[config.mk]
export PLATFORM = sky130hd
export DESIGN_NAME = spi_ratio_clkgen
export DESIGN_NICKNAME = d
export VERILOG_FILES = /design/src/rtl/scr_pkg.sv /design/src/rtl/scr_ratio_decode.sv /design/src/rtl/scr_rise_seq.sv /design/src/rtl/scr_fall_toggle.sv /design/src/rtl/spi_ratio_clkgen.sv
export SDC_FILE = /design/constraint.sdc
export NUM_CORES = 1
export LEC_CHECK = 0
export BUFFER_PORTS_ARGS = -buffer_cell sky130_fd_sc_hd__buf_2
export CAP_MARGIN = 20
export CELL_PAD_IN_SITES_DETAIL_PLACEMENT = 0
export CELL_PAD_IN_SITES_GLOBAL_PLACEMENT = 1
export CORE_MARGIN = 1.5
export CORE_UTILIZATION = 46
export CTS_BUF_LIST = sky130_fd_sc_hd__clkbuf_16
export CTS_CLUSTER_DIAMETER = 40
export DETAILED_ROUTE_END_ITERATION = 16
export MAX_ROUTING_LAYER = met4
export PLACE_DENSITY_LB_ADDON = 0.1
export SYNTH_ARGS = -nofsm -noshare
export SYNTH_HDL_FRONTEND = slang
export SYNTH_SLANG_ARGS = --single-unit
export TNS_END_PERCENT = 100
[constraint.sdc]
create_clock -name clk_ref -period 3.5 [get_ports clk_ref]
set_input_delay 1.05 -clock clk_ref [delete_from_list [all_inputs] [get_ports clk_ref]]
set_output_delay 1.05 -clock clk_ref [all_outputs]
set_load 0.02 [all_outputs]
[src/rtl/scr_pkg.sv]
`timescale 1ns/1ps
package scr_pkg;

    // Counter width that covers the largest ratio of either encoding.
    function automatic int ratio_width(input int coarse_w, input int ext_w);
        int pow_w;
        int lin_w;
        pow_w = (1 << coarse_w);
        lin_w = coarse_w + ext_w + 1;
        return (pow_w > lin_w) ? pow_w : lin_w;
    endfunction

    typedef enum logic {
        GRAN_POW2   = 1'b0,
        GRAN_LINEAR = 1'b1
    } gran_e;

endpackage

[src/rtl/scr_ratio_decode.sv]
`timescale 1ns/1ps
module scr_ratio_decode
    import scr_pkg::*;
#(
    parameter int COARSE_W = 4,
    parameter int EXT_W    = 8,
    parameter int RATIO_W  = ratio_width(COARSE_W, EXT_W)
) (
    input  logic [COARSE_W-1:0] coarse,
    input  logic [EXT_W-1:0]    ext,
    input  logic                fine,
    output logic [RATIO_W-1:0]  ratio
);
    localparam int PAD_W = RATIO_W - COARSE_W - EXT_W;
    localparam logic [RATIO_W-1:0] ONE = {{(RATIO_W-1){1'b0}}, 1'b1};

    logic [RATIO_W-1:0] pow_ratio;
    logic [RATIO_W-1:0] lin_ratio;
    gran_e              gran;

    assign gran = gran_e'(fine);

    generate
        if (PAD_W > 0) begin : g_pad
            assign lin_ratio = {{PAD_W{1'b0}}, ext, coarse} + ONE;
        end else begin : g_nopad
            assign lin_ratio = RATIO_W'({ext, coarse}) + ONE;
        end
    endgenerate

    assign pow_ratio = ONE << coarse;

    always_comb begin
        case (gran)
            GRAN_LINEAR: ratio = lin_ratio;
            default:     ratio = pow_ratio;
        endcase
    end
endmodule

[src/rtl/scr_rise_seq.sv]
`timescale 1ns/1ps
module scr_rise_seq #(
    parameter int RATIO_W = 16
) (
    input  logic               clk,
    input  logic               rst_n,
    input  logic               run_en,
    input  logic [RATIO_W-1:0] ratio_in,
    input  logic               pol_in,
    input  logic               fall_lvl,
    output logic               rise_lvl,
    output logic               pol_lvl,
    output logic               half_tog,
    output logic               lead_stb,
    output logic               trail_stb,
    output logic [RATIO_W-1:0] ratio_cur,
    output logic [RATIO_W-1:0] cnt_cur
);
    localparam logic [RATIO_W-1:0] ONE = {{(RATIO_W-1){1'b0}}, 1'b1};

    typedef struct packed {
        logic [RATIO_W-1:0] cnt;
        logic [RATIO_W-1:0] ratio;
        logic               pol;
        logic               lvl;
        logic               half_tog;
        logic               lead;
        logic               trail;
    } seq_t;

    seq_t seq_d;
    seq_t seq_q;
    logic at_lead;
    logic at_mid;
    logic at_last;
    logic odd_ratio;

    always_comb begin
        seq_d     = seq_q;
        at_lead   = (seq_q.cnt == '0);
        at_mid    = (seq_q.cnt == (seq_q.ratio >> 1));
        at_last   = (seq_q.cnt == (seq_q.ratio - ONE));
        odd_ratio = seq_q.ratio[0];
        if (!run_en) begin
            // Idle: capture settings, align both level flops so sclk rests.
            seq_d.cnt      = '0;
            seq_d.ratio    = ratio_in;
            seq_d.pol      = pol_in;
            seq_d.lvl      = fall_lvl;
            seq_d.half_tog = 1'b0;
            seq_d.lead     = 1'b0;
            seq_d.trail    = 1'b0;
        end else begin
            seq_d.lead     = at_lead;
            seq_d.trail    = at_mid;
            seq_d.lvl      = seq_q.lvl ^ at_lead ^ (at_mid & ~odd_ratio);
            seq_d.half_tog = at_mid & odd_ratio;
            seq_d.cnt      = at_last ? '0 : seq_q.cnt + ONE;
        end
    end

    always_ff @(posedge clk or negedge rst_n) begin
        if (!rst_n) begin
            seq_q       <= '0;
            seq_q.ratio <= ONE;
        end else begin
            seq_q <= seq_d;
        end
    end

    assign rise_lvl  = seq_q.lvl;
    assign pol_lvl   = seq_q.pol;
    assign half_tog  = seq_q.half_tog;
    assign lead_stb  = seq_q.lead;
    assign trail_stb = seq_q.trail;
    assign ratio_cur = seq_q.ratio;
    assign cnt_cur   = seq_q.cnt;
endmodule

[src/rtl/scr_fall_toggle.sv]
`timescale 1ns/1ps
module scr_fall_toggle (
    input  logic clk,
    input  logic rst_n,
    input  logic tog,
    output logic lvl
);
    logic lvl_d;
    logic lvl_q;

    always_comb begin
        lvl_d = lvl_q ^ tog;
    end

    always_ff @(negedge clk or negedge rst_n) begin
        if (!rst_n) begin
            lvl_q <= 1'b0;
        end else begin
            lvl_q <= lvl_d;
        end
    end

    assign lvl = lvl_q;
endmodule

[src/rtl/spi_ratio_clkgen.sv]
`timescale 1ns/1ps
module spi_ratio_clkgen
    import scr_pkg::*;
#(
    parameter int COARSE_W = 4,
    parameter int EXT_W    = 8
) (
    input  logic                clk_ref,
    input  logic                rst_n,
    input  logic                run_en,
    input  logic [COARSE_W-1:0] div_coarse,
    input  logic [EXT_W-1:0]    div_ext,
    input  logic                gran_fine,
    input  logic                cpol,
    output logic                sclk,
    output logic                lead_stb,
    output logic                trail_stb
);
    localparam int RATIO_W = ratio_width(COARSE_W, EXT_W);

    logic [RATIO_W-1:0] ratio_w;
    logic [RATIO_W-1:0] ratio_cur;
    logic [RATIO_W-1:0] cnt_cur;
    logic               rise_lvl;
    logic               fall_lvl;
    logic               pol_lvl;
    logic               half_tog;

    scr_ratio_decode #(
        .COARSE_W (COARSE_W),
        .EXT_W    (EXT_W),
        .RATIO_W  (RATIO_W)
    ) decode_i (
        .coarse (div_coarse),
        .ext    (div_ext),
        .fine   (gran_fine),
        .ratio  (ratio_w)
    );

    scr_rise_seq #(
        .RATIO_W (RATIO_W)
    ) seq_i (
        .clk       (clk_ref),
        .rst_n     (rst_n),
        .run_en    (run_en),
        .ratio_in  (ratio_w),
        .pol_in    (cpol),
        .fall_lvl  (fall_lvl),
        .rise_lvl  (rise_lvl),
        .pol_lvl   (pol_lvl),
        .half_tog  (half_tog),
        .lead_stb  (lead_stb),
        .trail_stb (trail_stb),
        .ratio_cur (ratio_cur),
        .cnt_cur   (cnt_cur)
    );

    scr_fall_toggle fall_i (
        .clk   (clk_ref),
        .rst_n (rst_n),
        .tog   (half_tog),
        .lvl   (fall_lvl)
    );

    // Each transition flips exactly one of the two level flops.
    assign sclk = pol_lvl ^ rise_lvl ^ fall_lvl;
endmodule

---- Word level (Yosys, flattened, before mapping) ----
Cells that the tools add are included.
operators by class
  reductions and logical operators ........ 1
  multiplexer cells ....................... 4
  add/subtract/negate cells ............... 3
  eq/ne operators ......................... 2
  bitwise operators ....................... 8
  shift-type cells ........................ 1
operator list
  operator                 count
  $mux W16                 3
  $add A16 B1 Y16 const B  1
  $eq A16 B15 Y1           1
  $eq A16 B16 Y1           1
  $logic_not A16 Y1        1
  $shl A1 B4 Y16 const A   1
  $sub A16 B1 Y16 const B  1
  $add A12 B1 Y13 const B  1
  $xor A1 B1 Y1            5
  $mux W4                  1
  $and A1 B1 Y1            2
  $not A1 Y1               1
word-level totals
  bits of input ports ..................... 17
  output and inout bits ................... 3
  logic and storage cells ................. 27
  register bits after elaboration ......... 38

---- Depth between registers and ports, before layout ----
Gate-level depths: netlist of the first run.
  depth after elaboration ................. 4
  mapped depth ............................ 10
  gate-level depth less buffers ........... 8

---- Hierarchy ----
From an unflattened synthesis of the first run, not the netlist that was laid out.
unflattened totals
  cell total of the unflattened synthesis .. 333
  area, all modules ....................... 3175.5 um2
by module, submodules not included
  module            instances  cells an instance  seq. area each (um2)  area each (um2)
  scr_rise_seq      1          250                927.1                 2583.7
  scr_ratio_decode  1          80                 0.0                   534.3
  scr_fall_toggle   1          2                  25.0                  33.8
  spi_ratio_clkgen  1          1                  0.0                   23.8

==> flow_summary.json, run 1 <==
{
  "grt_overflow": 0,
  "cts_max_path_buffers": 2,
  "synth_seq_cells": 38,
  "ctsRootBufferMaster": "clkbuf_16",
  "cts_buffers": 5,
  "wirelength_um": 6717,
  "die-area_um2": 6559,
  "worst_slack_ns": -0.4599,
  "grt_max_degree": 38,
  "reg2reg_depth": 9,
  "vias_per_cell": 5.657,
  "synth_area_per_cell_um2": 8.770,
  "drt-initial-drc-count": 80,
  "track_usage_pct": 23.47,
  "final_nets": 346,
  "crit_type": "flop to output pin",
  "rsz0062_at_grt": "true",
  "ys.flop_type": "dfrtp_1",
  "synth.distinct_cells": 52,
  "drive_above_1_share_pct": 13.40,
  "dp.cells": 388,
  "final-setup-viol-count": 1,
  "gp_congestion": 0.8810,
  "final_area_um2": 3085,
  "hold_path_class": "flop to flop",
  "cap_viol_max_count": 0,
  "yosysSeqAreaShare_pct": 34.03,
  "yosys-top-cells-area": "dfrtp_1 32%, xor2_1 9.7%, xnor2_1 9.1%, nor2_1 4.2%, ha_1 4.0%",
  "synthCells": 319,
  "clk_pin_slew_ns": 0.05,
  "initial_core_util_pct": 47.53,
  "status": "complete, but fails checks",
  "synthToLayoutAreaGrowth_pct": 10.29,
  "finalNonFillerCells": 396,
  "cp-end-kind": "output pin",
  "ir_drop_v": 0.0002931,
  "num_io_pins": 20,
  "worstMarginPinSlew_ns": 0.7168,
  "numClockSinks": 38,
  "drc": 0,
  "die_h_um": 80.99,
  "cts_tree": "built",
  "place_hpwl_um": 4999,
  "die_x_um": 80.99,
  "hold_depth": 2,
  "first_pass_iters": 4,
  "vias": 2240,
  "powerDensity_nw_per_um2": 431.1,
  "synthArstFlopShare_pct": 100.0,
  "antenna_cells": 0,
  "grt_pass1_wl_um": 11100,
  "clock_latency_ns": 0.30,
  "required_ns": 2.45,
  "synth_edf_count": 0,
  "portBuffers": 19,
  "worst-path-max-fanout": 2,
  "synth_common_cells": "36 x dfrtp_1, 31 x nor2_1, 31 x xor2_1, 29 x xnor2_1, 26 x nand2_1",
  "rows": 28,
  "cts_setup_buffers": 0,
  "htree_levels": 2,
  "grt_pass1_vias": 2142,
  "final_max_slew_viol_count": 0,
  "antenna_found_initial": 0,
  "p_leak_nw": 1.356,
  "antenna_left": 0,
  "final.setup_skew_ns": 0.02435,
  "routedWlPerCell_um": 16.96,
  "yosysTopAreaCellShare_pct": 32.20,
  "synth_top_cell_by_area": "dfrtp_1",
  "hold_viol_final": 0,
  "hold_ws_ns": 0.5754,
  "cp-start-kind": "flop",
  "slew_headroom_pct": 50.98,
  "worstPathArrival_ns": 2.91,
  "synthesis.area_um2": 2798,
  "core-area_um2": 5886,
  "yosys_warnings": 0,
  "violations": "negative setup slack",
  "post-synth-top-count-cell": "dfrtp_1",
  "synth_nets": 345,
  "place_area_um2": 2887
}
[worst paths after layout]
check | end | from | slack [ns]
worst max-delay path | sclk | fall_i.lvl | -0.46
worst max register to register | seq_i.cnt_cur[5] | seq_i.ratio_cur[1] | 0.67
worst min register to register | seq_i.ratio_cur[15] | seq_i.ratio_cur[15] | 0.58
worst min-delay path | seq_i.ratio_cur[15] | seq_i.ratio_cur[15] | 0.58
min in group asynchronous | seq_i.cnt_cur[8] | rst_n | 0.88
max in group asynchronous | fall_i.lvl | rst_n | 1.17
[worst max-delay path, stage by stage (launching register included)]
cell,delay [ns]
dfrtn_1,0.44
xnor2_2,0.14
xnor2_2,0.13
buf_4,0.15
[repair_timing]
| action | CTS | global route |
|---|---|---|
| setup endpoints to repair | 1 | 1 |
| hold buffers | 0 | 0 |
| resized for setup | 2 | 0 |
[area by class of cell]
class,instances,area [µm²]
tap,75,93.84
multi-input combinational,237,1667
timing repair buffer,23,127.6
inverter,15,56.30
sequential,38,952.2
clock buffer,5,125.1
clock inverter,3,63.81
fill,564,2800
[sequential cells by signal, summed over array words and instances (netlist names)]
signal	count
seq_i.ratio_cur	16
seq_i.half_tog	1
seq_i.trail_stb	1
seq_i.pol_lvl	1
fall_i.lvl	1
seq_i.cnt_cur	16
seq_i.lead_stb	1
seq_i.rise_lvl	1
[kinds of logic after synthesis]
family	Yosys count	share of synthesized area (%)
flops	38	34.03
xor+xnor	61	19.63
simple gates	120	22.49
mux	4	1.565
compound gates	43	11.32
buf+inv	44	6.932
fa+ha+maj	9	4.025
[through the flow]
step	worst slack, ns	power [W]	utilization, %	TNS (ns)
final	-0.4599	0.001330	52.42	-0.4599
after global routing	-0.5075	0.001397	52.42	-0.5075
after CTS	-0.4653	0.001339	52.42	-0.4653
after detailed placement	-0.1719	0.0007522	49.04	-0.1719
after global placement	-0.1611	0.0007515	49.04	-0.1611
after floorplan	-0.09113	0.0006896	-	-0.09113
[per-layer routing]
layer | share of wire (%) | vias up | track usage (%)
met2 | 49 | 41 | 37.42
met1 | 46 | 1080 | 29.20
met5 | 0 | - | -
met4 | 2.6 | 0 | 8.966
li1 | - | 1106 | -
met3 | 2.4 | 13 | 4.831
[power breakdown]
group	internal (W)	leakage, nW	switching (W)
combinational	0.000112	0.761	0.000124
clock	0.000406	0.0915	0.000175
sequential	0.000464	0.504	0.0000491
[placed cells by master, fill, tap and decap left out, drive strengths merged, types with 2 or more instances in the layout]
master,netlist,final
nor4,10,10
or3,3,3
and3,4,4
xnor2,29,29
clkbuf,22,5
dfrtp,36,36
a32oi,3,3
nand4,9,9
a21oi,5,5
o211ai,3,3
o21ai,11,11
nand3,10,10
a2111oi,2,2
inv,14,14
xor2,31,31
mux2,3,3
nor3,11,11
bufinv,0,2
nor2,31,31
nand2b,2,2
clkinv,1,2
buf,7,23
nand3b,3,3
nand2,26,26
a31oi,4,4
a221oi,2,2
or4,4,4
a22oi,4,4
ha,9,9
nor3b,2,2
Note: power is estimated with default switching activity, not from simulation.
==> run 2, diff against run 1 <==
--- a/config.mk
+++ b/config.mk
@@ -11,3 +11,2 @@
 export CELL_PAD_IN_SITES_GLOBAL_PLACEMENT = 1
-export CORE_MARGIN = 1.5
 export CORE_UTILIZATION = 46
@@ -16,2 +15,3 @@
 export DETAILED_ROUTE_END_ITERATION = 16
+export GPL_TIMING_DRIVEN = 0
 export MAX_ROUTING_LAYER = met4
--- a/constraint.sdc
+++ b/constraint.sdc
@@ -3,2 +3,2 @@
 set_output_delay 1.05 -clock clk_ref [all_outputs]
-set_load 0.02 [all_outputs]
+set_load 0.005 [all_outputs]
==> run 2 against run 1 <==
Net effect:
- the flow finishes with violations (design-rule violations, negative setup slack)
- non-clock buffer count grew 24
- die area decreased by 2.5%
- design area grew 1.4%
- clock power down 27%
- clock-buffer cell count is the same
- via count grew 2.7%
- highest routed layer unchanged
==> flow_summary.json, run 2 (synthesis results as in run 1) <==
{
  "status": "complete, but fails checks",
  "violations": "design-rule violations, negative setup slack",
  "antenna_found_initial": 0,
  "cts_tree": "built",
  "final.setup_skew_ns": 0.02371,
  "place_worst_setup_slack_ns": -0.1540,
  "grt_max_degree": 39,
  "p_sw_w": 0.0003361,
  "final_max_slew_viol_count": 0,
  "antenna_cells": 0,
  "synthToLayoutAreaGrowth_pct": 11.85,
  "hold_viol_final": 0,
  "ctsRootBufferMaster": "clkbuf_16",
  "hold_path_class": "flop to flop",
  "vias": 2300,
  "numClockSinks": 38,
  "reg2reg_depth": 10,
  "gp_congestion": 0.9251,
  "r2r-end": "seq_i.cnt_cur[0]",
  "min_from": "seq_i.ratio_cur[15]",
  "clk_pin_slew_ns": 0.05,
  "ctsHoldBuffers": 0,
  "final_cell_mix": "36 x dfrtp_1, 31 x xor2_1, 31 x nor2_1, 28 x xnor2_1, 26 x nand2_1",
  "p_seq_share_pct": 41.5,
  "r2r-start": "seq_i.ratio_cur[0]",
  "clock_power_share_pct": 35.9,
  "ir_drop_v": 0.0002099,
  "rsz0062_at_grt": "true",
  "cap_viol_max_count": 0,
  "initial_core_util_pct": 47.53,
  "antenna_left": 0,
  "die_h_um": 79.99,
  "drive_above_1_share_pct": 12.17,
  "combPwrFrac_pct": 22.6,
  "core-area_um2": 5886,
  "crit_type": "flop to output pin",
  "drt-initial-drc-count": 120,
  "mostFrequentLayoutCell": "dfrtp_1",
  "ff2ff_setup_slack_ns": 0.38,
  "p_leak_nw": 1.367,
  "required_ns": 2.45,
  "intPower_w": 0.0008380,
  "die_x_um": 79.99,
  "final-setup-viol-count": 1,
  "num_io_pins": 20,
  "clock_latency_ns": 0.30,
  "worstPathArrival_ns": 2.85,
  "switching_share_pct": 28.63,
  "cp-end-kind": "output pin",
  "rows": 28,
  "worst_slack_ns": -0.4024,
  "cp-start-kind": "flop",
  "slew_headroom_pct": 42.33,
  "place_hpwl_um": 5134,
  "final_nets": 370,
  "grt_pass1_vias": 2293,
  "track_usage_pct": 24.23,
  "worst-path-max-fanout": 2,
  "drc": 2,
  "worstMarginPinSlew_ns": 0.8650,
  "first_pass_iters": 10,
  "die-area_um2": 6398,
  "hold_depth": 2,
  "cts_buffers": 5,
  "finalNonFillerCells": 420,
  "portBuffers": 17,
  "holdPathEnd": "seq_i.ratio_cur[15]",
  "routedWlPerCell_um": 16.22,
  "htree_levels": 2,
  "powerDensity_nw_per_um2": 375.2,
  "grt_overflow": 0,
  "vias_per_cell": 5.476,
  "cts_max_path_buffers": 2,
  "startpoint": "fall_i.lvl",
  "grt_pass1_wl_um": 11360,
  "dp.cells": 411,
  "wirelength_um": 6812
}
-- run 2: cell types whose count changed in the layout (fill, tap and decap cells not counted), sizes merged --
cell    delta
bufinv     -2
buf        +2
inv        +1
clkinv     +1
clkbuf    +22
-- run 2: how the worst max path moves through the flow --
stage / to / slack [ns] / depth (start not counted)
4_1_cts: sclk / -0.41 / 3
3_3_place_gp: sclk / -0.13 / 3
3_5_place_dp: sclk / -0.15 / 3
6_report: sclk / -0.40 / 3
5_1_grt: sclk / -0.50 / 3
2_1_floorplan: sclk / -0.008 / 2
-- run 2: routing by layer --
layer / wire length (µm) / part of all wire (%) / vias up / GRT usage (%)
met2: 3413 / 50 / 57 / 41.11
met1: 3003 / 44 / 1074 / 29.26
met5: 0 / 0 / - / -
li1: - / - / 1158 / -
met3: 263 / 3.9 / 11 / 3.886
met4: 131 / 1.9 / 0 / 8.036
-- run 2: critical path, stage by stage, from the launching register on --
cell and delay, ns:
dfrtn_1 0.44, xnor2_2 0.12, xnor2_1 0.12, buf_2 0.12
-- run 2: area by class of cell --
type | count | area (µm²)
Sequential cell | 38 | 952.2
Clock inverter | 3 | 12.51
Fill cell | 589 | 2756
Timing Repair Buffer | 18 | 92.59
Buffer | 29 | 137.6
Multi-Input combinational cell | 237 | 1659
Tap cell | 75 | 93.84
Inverter | 15 | 56.30
Clock buffer | 5 | 125.1
-- run 2: what timing repair did --
| action | 4_1_cts | 5_1_grt |
|---|---|---|
| pin swaps | 1 | 0 |
| buffers inserted | 1 | 0 |
| resized for setup | 1 | 0 |
| endpoints found under the setup margin | 1 | 1 |
-- run 2: metrics by stage --
stage                     util [%]  hold WS, ns  setup TNS (ns)  cell area (µm²)  total power (W)
final                        53.17       0.5682         -0.4024             3129         0.001174
after global routing         53.17       0.6154         -0.5015             3129         0.001237
after CTS                    53.17       0.5703         -0.4130             3129         0.001184
after detailed placement     50.57       0.4649         -0.1540             2977        0.0007557
after global placement       50.57       0.4490         -0.1322             2977        0.0007510
after floorplan                  -       0.4315       -0.007891             2798        0.0006775
-- run 2: power groups by stage --
stage / Clock (W) / Sequential [W] / Combinational [W]
floorplan: 0 / 0.000487 / 0.000190
global placement: 0 / 0.000493 / 0.000258
detailed placement: 0 / 0.000494 / 0.000261
CTS: 0.000431 / 0.000487 / 0.000266
global route: 0.000449 / 0.000490 / 0.000298
finish: 0.000422 / 0.000487 / 0.000265
==> run 3, diff against run 2 <==
--- a/config.mk
+++ b/config.mk
@@ -18,2 +18,3 @@
 export PLACE_DENSITY_LB_ADDON = 0.1
+export SKIP_CTS_REPAIR_TIMING = 1
 export SYNTH_ARGS = -nofsm -noshare
--- a/constraint.sdc
+++ b/constraint.sdc
@@ -3,2 +3,2 @@
 set_output_delay 1.05 -clock clk_ref [all_outputs]
-set_load 0.005 [all_outputs]
+set_load 0.1 [all_outputs]
==> run 3 against run 2 <==
Net effect:
- the flow still finishes with violations (design-rule violations, negative setup slack)
- sequential power about the same
- highest routed layer unchanged
- global-route usage down 0.25 points
- combinational power increased by 24%
- core utilization up 0.43 points
- total power rose by 6.2%
- critical endpoint unchanged
- clock skew is 0.0014 ns lower
- first-iteration DRC count is 22% higher
- sequential share of layout area decreased by 0.24 points
- cell count is 0.24% lower
- die area is the same
- worst setup slack worse by 0.19 ns
- wire length fell by 1.1%
==> flow_summary.json, run 3 (synthesis results as in run 1) <==
{
  "status": "complete, but fails checks",
  "violations": "design-rule violations, negative setup slack",
  "portBuffers": 17,
  "switching_share_pct": 31.23,
  "htree_levels": 2,
  "drive_above_1_share_pct": 11.92,
  "antenna_left": 0,
  "mostFrequentLayoutCell": "dfrtp_1",
  "combPwrFrac_pct": 26.3,
  "clock_power_share_pct": 34.4,
  "cts_buffers": 5,
  "worstMarginPinSlew_ns": 0.8672,
  "powerDensity_nw_per_um2": 395.2,
  "ir_drop_v": 0.0002842,
  "final.setup_skew_ns": 0.02226,
  "final_area_um2": 3154,
  "antenna_cells": 0,
  "place_hpwl_um": 5154,
  "place_area_um2": 2995,
  "hold_path_class": "flop to flop",
  "ctsRootBufferMaster": "clkbuf_16",
  "vias_per_cell": 5.489,
  "grt_pass1_vias": 2203,
  "slew_headroom_pct": 42.19,
  "wirelength_um": 6735,
  "cts_tree": "built",
  "intPower_w": 0.0008574,
  "routedWlPerCell_um": 16.07,
  "final_nets": 369,
  "required_ns": 2.45,
  "num_io_pins": 20,
  "rows": 28,
  "cp-end-kind": "output pin",
  "grt_overflow": 0,
  "hold_viol_final": 0,
  "worst_slack_ns": -0.5919,
  "worst-path-max-fanout": 3,
  "gp_congestion": 0.8873,
  "core-area_um2": 5886,
  "final-setup-viol-count": 1,
  "total_power_w": 0.001247,
  "vias": 2300,
  "grt_max_degree": 39,
  "die_h_um": 79.99,
  "initial_core_util_pct": 47.53,
  "clock_latency_ns": 0.30,
  "p_leak_nw": 1.367,
  "p_sw_w": 0.0003894,
  "r2r-start": "seq_i.ratio_cur[0]",
  "cap_viol_max_count": 0,
  "post-route-util_pct": 53.59,
  "cp-start-kind": "flop",
  "hold_ws_ns": 0.4865,
  "drc": 3,
  "p_seq_share_pct": 39.3,
  "antenna_found_initial": 0,
  "cts_max_path_buffers": 2,
  "final_cell_mix": "36 x dfrtp_1, 31 x xor2_1, 31 x nor2_1, 27 x xnor2_1, 26 x nand2_1",
  "numClockSinks": 38,
  "first_pass_iters": 11,
  "drt-initial-drc-count": 146,
  "worstPathArrival_ns": 3.04,
  "rsz0062_at_grt": "true",
  "grt_pass1_wl_um": 11190,
  "crit_type": "flop to output pin",
  "startpoint": "fall_i.lvl",
  "min_from": "fall_i.lvl",
  "die-area_um2": 6398,
  "die_x_um": 79.99,
  "final_max_slew_viol_count": 0,
  "clk_pin_slew_ns": 0.04,
  "synthToLayoutAreaGrowth_pct": 12.75,
  "track_usage_pct": 23.98
}
## run 3: path summary, 6_finish.rpt
check                                          to  slack (ns)  cells after the start
worst max-delay path                         sclk       -0.59                      3
worst min-delay path                   fall_i.lvl        0.49                      1
worst max register to register   seq_i.cnt_cur[0]        0.33                     10
worst min register to register         fall_i.lvl        0.49                      1
max in group asynchronous              fall_i.lvl        0.43                      1
min in group asynchronous       seq_i.cnt_cur[12]        0.88                      1
## run 3: power groups by stage
| stage | sequential (W) | clock [W] | combinational, W |
|---|---|---|---|
| 5_1_grt | 0.000493 | 0.000455 | 0.000356 |
| 3_5_place_dp | 0.000497 | 0 | 0.000310 |
| 6_report | 0.000490 | 0.000429 | 0.000328 |
| 2_1_floorplan | 0.000499 | 0 | 0.000238 |
| 3_3_place_gp | 0.000495 | 0 | 0.000307 |
| 4_1_cts | 0.000489 | 0.000437 | 0.000312 |
## run 3: per-stage QoR
step | cells | setup slack (ns) | setup TNS, ns
after floorplan | 319 | -0.4772 | -0.4772
after global placement | 411 | -0.6032 | -0.6032
after detailed placement | 411 | -0.6063 | -0.6063
after CTS | 419 | -0.9309 | -0.9309
after global routing | 419 | -0.6303 | -0.6303
final | 419 | -0.5919 | -0.5919
## run 3: worst max-delay path: stages, from the launching register on
cell	delay [ns]
dfrtn_1	0.47
xnor2_2	0.17
xnor2_4	0.15
buf_12	0.19
## run 3: final cells by class
class	instances	area, µm²
plain buffers	29	137.6
fillers	556	2731
well taps	75	93.84
clock buffers	5	125.1
multi-input cells	237	1678
clock inverters	3	11.26
flip-flops and latches	38	952.2
repair buffers	17	100.1
inverters	15	56.30
## run 3: routing by layer
layer	up-vias	part of all wire [%]	track usage [%]
met1	1102	45	28.14
li1	1155	-	-
met5	-	0	-
met3	11	1.6	4.343
met2	32	51	40.26
met4	0	2.6	10.18
